===== config.mk =====
export PLATFORM = sky130hd
export DESIGN_NAME = gpustat_top
export DESIGN_NICKNAME = d
export VERILOG_FILES = /design/src/rtl/gpustat_pkg.sv /design/src/rtl/gpustat_cmd_dec.sv /design/src/rtl/gpustat_disp_cfg.sv /design/src/rtl/gpustat_word.sv /design/src/rtl/gpustat_top.sv
export SDC_FILE = /design/constraint.sdc
export NUM_CORES = 1
export LEC_CHECK = 0
export BUFFER_PORTS_ARGS = -buffer_cell sky130_fd_sc_hd__clkbuf_2
export CAP_MARGIN = 15
export CELL_PAD_IN_SITES_DETAIL_PLACEMENT = 0
export CELL_PAD_IN_SITES_GLOBAL_PLACEMENT = 1
export CORE_AREA = 2 2 69 71
export DETAILED_ROUTE_END_ITERATION = 10
export DIE_AREA = 0 0 71 73
export GPL_TIMING_DRIVEN = 0
export PLACE_DENSITY = 0.85
export SLEW_MARGIN = 10
export SYNTH_ARGS = -nofsm -noshare
export SYNTH_HDL_FRONTEND = slang
export SYNTH_SLANG_ARGS = --single-unit

===== constraint.sdc =====
create_clock -name clk -period 1.3 [get_ports clk]
set_input_delay 0.26 -clock clk [delete_from_list [all_inputs] [get_ports clk]]
set_output_delay 0.26 -clock clk [all_outputs]
set_load 0.02 [all_outputs]

===== src/rtl/gpustat_pkg.sv =====
package gpustat_pkg;
    localparam int CMD_W   = 32;
    localparam int OPC_W   = 8;
    localparam int STAT_W  = 32;
    localparam int DRAW_W  = 9;
    localparam int CFG_W   = 17;
    localparam logic [OPC_W-1:0] OPC_DRAW_MODE = 8'hE1;

    typedef enum logic [1:0] {
        TEX_4BIT  = 2'd0,
        TEX_8BIT  = 2'd1,
        TEX_15BIT = 2'd2,
        TEX_BAD   = 2'd3
    } tex_depth_e;

    typedef enum logic [1:0] {
        CS_IDLE,
        CS_LOADED,
        CS_BAD_DEPTH,
        CS_UNKNOWN
    } cmd_state_e;

    typedef struct packed {
        tex_depth_e  depth;
        logic [1:0]  semi;
        logic        page_y;
        logic [3:0]  page_x;
    } draw_t;

    typedef struct packed {
        logic [1:0]  dma_dir;
        logic        irq;
        logic        disp_off;
        logic        interlace;
        logic        disp24;
        logic        vmode;
        logic        vres;
        logic        hr2;
        logic [1:0]  hr1;
        logic        tex_off;
        logic        field;
        logic        keep_masked;
        logic        force_mask;
        logic        draw_to_disp;
        logic        dither;
    } disp_cfg_t;
endpackage


===== src/rtl/gpustat_cmd_dec.sv =====
module gpustat_cmd_dec
    import gpustat_pkg::*;
(
    input  logic             clk,
    input  logic             rst_n,
    input  logic             cmd_valid,
    input  logic [CMD_W-1:0] cmd_word,
    output draw_t            draw,
    output logic             err_unknown,
    output logic             err_depth
);
    cmd_state_e state_q, state_d;
    draw_t      draw_q;
    draw_t      cand;
    logic       unused_mid;

    assign cand       = draw_t'(cmd_word[DRAW_W-1:0]);
    assign unused_mid = ^cmd_word[CMD_W-OPC_W-1:DRAW_W];

    always_comb begin
        if (!cmd_valid)
            state_d = CS_IDLE;
        else if (cmd_word[CMD_W-1 -: OPC_W] != OPC_DRAW_MODE)
            state_d = CS_UNKNOWN;
        else if (cand.depth == TEX_BAD)
            state_d = CS_BAD_DEPTH;
        else
            state_d = CS_LOADED;
    end

    always_ff @(posedge clk) begin
        if (!rst_n) begin
            state_q <= CS_IDLE;
            draw_q  <= '0;
        end else begin
            state_q <= state_d;
            if (state_d == CS_LOADED)
                draw_q <= cand;
        end
    end

    always_comb begin
        err_unknown = 1'b0;
        err_depth   = 1'b0;
        unique case (state_q)
            CS_IDLE:      ;
            CS_LOADED:    ;
            CS_BAD_DEPTH: err_depth   = 1'b1;
            CS_UNKNOWN:   err_unknown = 1'b1;
        endcase
    end

    assign draw = draw_q;
endmodule


===== src/rtl/gpustat_disp_cfg.sv =====
module gpustat_disp_cfg
    import gpustat_pkg::*;
(
    input  logic             clk,
    input  logic             rst_n,
    input  logic             we,
    input  logic [CFG_W-1:0] data,
    output disp_cfg_t        cfg
);
    localparam disp_cfg_t CFG_RESET = '{disp_off: 1'b1, default: '0};

    disp_cfg_t cfg_q;

    always_ff @(posedge clk) begin
        if (!rst_n)
            cfg_q <= CFG_RESET;
        else if (we)
            cfg_q <= disp_cfg_t'(data);
    end

    assign cfg = cfg_q;
endmodule


===== src/rtl/gpustat_word.sv =====
module gpustat_word
    import gpustat_pkg::*;
(
    input  draw_t              draw,
    input  disp_cfg_t          cfg,
    output logic [STAT_W-1:0]  word
);
    logic [STAT_W-1:0] base;
    logic              dma_req;

    always_comb begin
        base        = '0;
        base[3:0]   = draw.page_x;
        base[4]     = draw.page_y;
        base[6:5]   = draw.semi;
        base[8:7]   = draw.depth;
        base[9]     = cfg.dither;
        base[10]    = cfg.draw_to_disp;
        base[11]    = cfg.force_mask;
        base[12]    = cfg.keep_masked;
        base[13]    = cfg.field;
        base[15]    = cfg.tex_off;
        base[18:16] = {cfg.hr1, cfg.hr2};
        base[19]    = cfg.vres;
        base[20]    = cfg.vmode;
        base[21]    = cfg.disp24;
        base[22]    = cfg.interlace;
        base[23]    = cfg.disp_off;
        base[24]    = cfg.irq;
        base[28:26] = 3'b111;
        base[30:29] = cfg.dma_dir;
    end

    always_comb begin
        unique case (cfg.dma_dir)
            2'd0: dma_req = 1'b0;
            2'd1: dma_req = 1'b1;
            2'd2: dma_req = base[28];
            2'd3: dma_req = base[27];
        endcase
    end

    always_comb begin
        word     = base;
        word[25] = dma_req;
    end
endmodule


===== src/rtl/gpustat_top.sv =====
module gpustat_top
    import gpustat_pkg::*;
(
    input  logic              clk,
    input  logic              rst_n,
    input  logic              cmd_valid,
    input  logic [CMD_W-1:0]  cmd_word,
    input  logic              cfg_we,
    input  logic [CFG_W-1:0]  cfg_data,
    output logic [STAT_W-1:0] status,
    output logic              cmd_unknown,
    output logic              cmd_bad_depth
);
    draw_t     draw;
    disp_cfg_t cfg;

    gpustat_cmd_dec u_dec (
        .clk         (clk),
        .rst_n       (rst_n),
        .cmd_valid   (cmd_valid),
        .cmd_word    (cmd_word),
        .draw        (draw),
        .err_unknown (cmd_unknown),
        .err_depth   (cmd_bad_depth)
    );

    gpustat_disp_cfg u_cfg (
        .clk   (clk),
        .rst_n (rst_n),
        .we    (cfg_we),
        .data  (cfg_data),
        .cfg   (cfg)
    );

    gpustat_word u_word (
        .draw (draw),
        .cfg  (cfg),
        .word (status)
    );
endmodule


==> results.toml <==
[run_status]
status = "complete, no violations"

[layout]
most-common-layout-cells = "clkbuf_2, dfxtp_1, mux2i_1, nand2_1, nor2b_1"
syn2layout_area_growth_pct = 41.42
antenna_cells = 0
final_cells = 240
fin_nets = 240
fillers = 464
drive_above_1_share = 0.4355
design_area_um2 = 1649
final_common_cell = "clkbuf_2"

[grt]
gr-total-overflow = 0
grt.met2_usage = 0.1745
grt_pass1_wl_um = 3919
grt_max_degree = 17
track_usage = 0.09774
antenna_found_initial = 0
grt_pass1_vias = 895
use_met3 = 0.02348
grt.busiest_layer = "met2"
use_met1 = 0.1080

[placement]
place.gp.congestion = 0.6395
dp_cells = 236
portBuffers = 64
placed_area_um2 = 1565
post-dp-hpwl_um = 1930

[floorplanning]
die_h_um = 73
core_area_um2 = 4536
start_util = 0.2571
rows = 25
die_w_um = 71
pin_count = 87
die-area_um2 = 5183

[drt]
first_pass_iters = 2
postRouteAntennaNets = 0
routed_wl_um = 2518
route.detailed.drc = 0
drtIter0Drc = 28
wl_per_cell_um = 10.49
via_per_inst = 4.108
via_count = 986

[critical_path]
crit_path_max_fanout = 2
endpoint = "status[25]"
cpPeakStageDelay_ns = 0.33
worstPathRequired_ns = 1.04
critPathLaunch = "u_cfg.cfg[15]"
worst_setup_path_end_kind = "primary output"
crit_type = "reg -> out"
r2r_slack_ns = 0.56
r2r_cells = 3
r2r_start = "u_cfg.cfg[15]"
worstReg2RegEnd = "u_cfg.cfg[15]"
worstSetupStartpointType = "register"
worstPathArrival_ns = 0.98
cp_slowest_cell = "dfxtp_2"
crit_chain = "or2_4 > clkbuf_8"

[clock_tree]
numClockSinks = 28
cts_max_path_buffers = 2
clkLatencyLatePin_ns = 0.27
clockRootBuffer = "clkbuf_8"
cts_tree = "done"
cts.htree.levels = 1
cts_buffers = 3
path_clk_slew_ns = 0.10
cts_hold_buffers = 0

[power_and_ir_drop]
p_per_area_nw_per_um2 = 1140
power.leakage_nw = 0.8908
irDropWorstVdd_mv = 0.5903

[synth]
ys_ff_latch = 28
ys.warnings.count = 0
synth_cells = 115
yosysUniqueCellTypes = 17
ys_seq_area_frac = 0.4807
syn-cell-area_um2 = 1166
avgSynthCellArea_um2 = 10.14

[timing]
period_needed_ns = 1.244
hold_violations = 0
fmax_mhz = 803.7
fin_setup_tns_ns = 0
fin_crit_sh = 0.9571
setup_viol = 0
final_max_slew_viol_count = 0
finClkSkew_ns = 0
rsz0062_at_grt = "no"

[worst_hold_path]
hp-class = "in -> reg"

[run]
drv_cap = 0
per-layer routing:
metal / vias to the layer above / wire length [µm]
met5: - / 0
met4: 0 / 46
met3: 4 / 184
met2: 46 / 1228
met1: 433 / 1059
li1: 503 / -
flip-flops by register name (all words and copies together) (netlist names):
| name | flops |
|---|---|
| u_dec.draw | 9 |
| u_dec.state_q | 2 |
| u_cfg.cfg | 17 |
cells in the mapped netlist:
cell type	instances	share of area
conb_1	2	0.0064
and4bb_1	1	0.011
nor2b_1	17	0.091
clkbuf_1	3	0.0097
and2b_2	1	0.0075
nand4bb_1	1	0.0097
a21oi_1	1	0.0043
a31oi_1	1	0.0054
buf_4	8	0.052
and2_1	1	0.0054
nand4b_1	1	0.0075
dfxtp_1	28	0.48
mux2i_1	26	0.22
buf_2	1	0.0043
buf_6	1	0.0097
nand2_1	21	0.068
or2_2	1	0.0054
stage by stage:
step | setup WS [ns] | util | hold slack (ns) | power [W]
2_1_floorplan | 0.2247 | - | 0.3597 | 0.001097
3_3_place_gp | 0.1359 | 0.3451 | 0.4466 | 0.001199
3_5_place_dp | 0.09888 | 0.3451 | 0.4541 | 0.001205
4_1_cts | 0.03367 | 0.3636 | 0.1836 | 0.001915
5_1_grt | 0.01106 | 0.3636 | 0.1790 | 0.001985
6_report | 0.05572 | 0.3636 | 0.1881 | 0.001881
report_power, final:
part	total (W)	internal (W)	switching, W
registers	0.000909	0.000893	0.0000165
clock network	0.000695	0.000412	0.000282
logic	0.000277	0.000134	0.000143
logic make-up after synthesis:
group                  after synthesis  share of synthesized area
other                                2                   0.006440
DFF                                 28                     0.4807
AOI/OAI and AO/OA                    2                   0.009656
buffers and inverters               13                    0.07510
muxes                               26                     0.2232
and+or+nand+nor                     44                     0.2049
worst min path at each step:
stage                                  end  slack, ns     startpoint  depth (start not counted)
after detailed placement     u_dec.draw[6]       0.45  u_dec.draw[6]                          2
final                     u_dec.state_q[0]       0.19    cmd_word[8]                          2
after floorplan           u_dec.state_q[0]       0.36    cmd_word[8]                          1
after global routing         u_dec.draw[4]       0.18    cmd_word[4]                          3
after CTS                    u_dec.draw[3]       0.18    cmd_word[3]                          3
after global placement       u_dec.draw[1]       0.45  u_dec.draw[1]                          2
layout make-up:
| type | instances | area (µm²) | area share |
|---|---|---|---|
| Tap cell | 54 | 67.56 | 0.04097 |
| Clock inverter | 1 | 30.03 | 0.01821 |
| Multi-Input combinational cell | 77 | 531.8 | 0.3225 |
| Buffer | 12 | 80.08 | 0.04856 |
| Timing Repair Buffer | 65 | 336.6 | 0.2041 |
| Clock buffer | 3 | 41.29 | 0.02504 |
| Sequential cell | 28 | 561.8 | 0.3407 |
repair_timing:
item	4_1_cts	5_1_grt
buffers inserted	1	0
endpoints found under the setup margin	1	0
gates resized for setup	4	0
worst max-delay path, delay by kind of cell (launching register included):
family	cells	cell delay, ns
flip-flops	1	0.33
AND/OR/NAND/NOR	1	0.23
buffers and inverters	1	0.15
(Power assumes the default switching activity.)
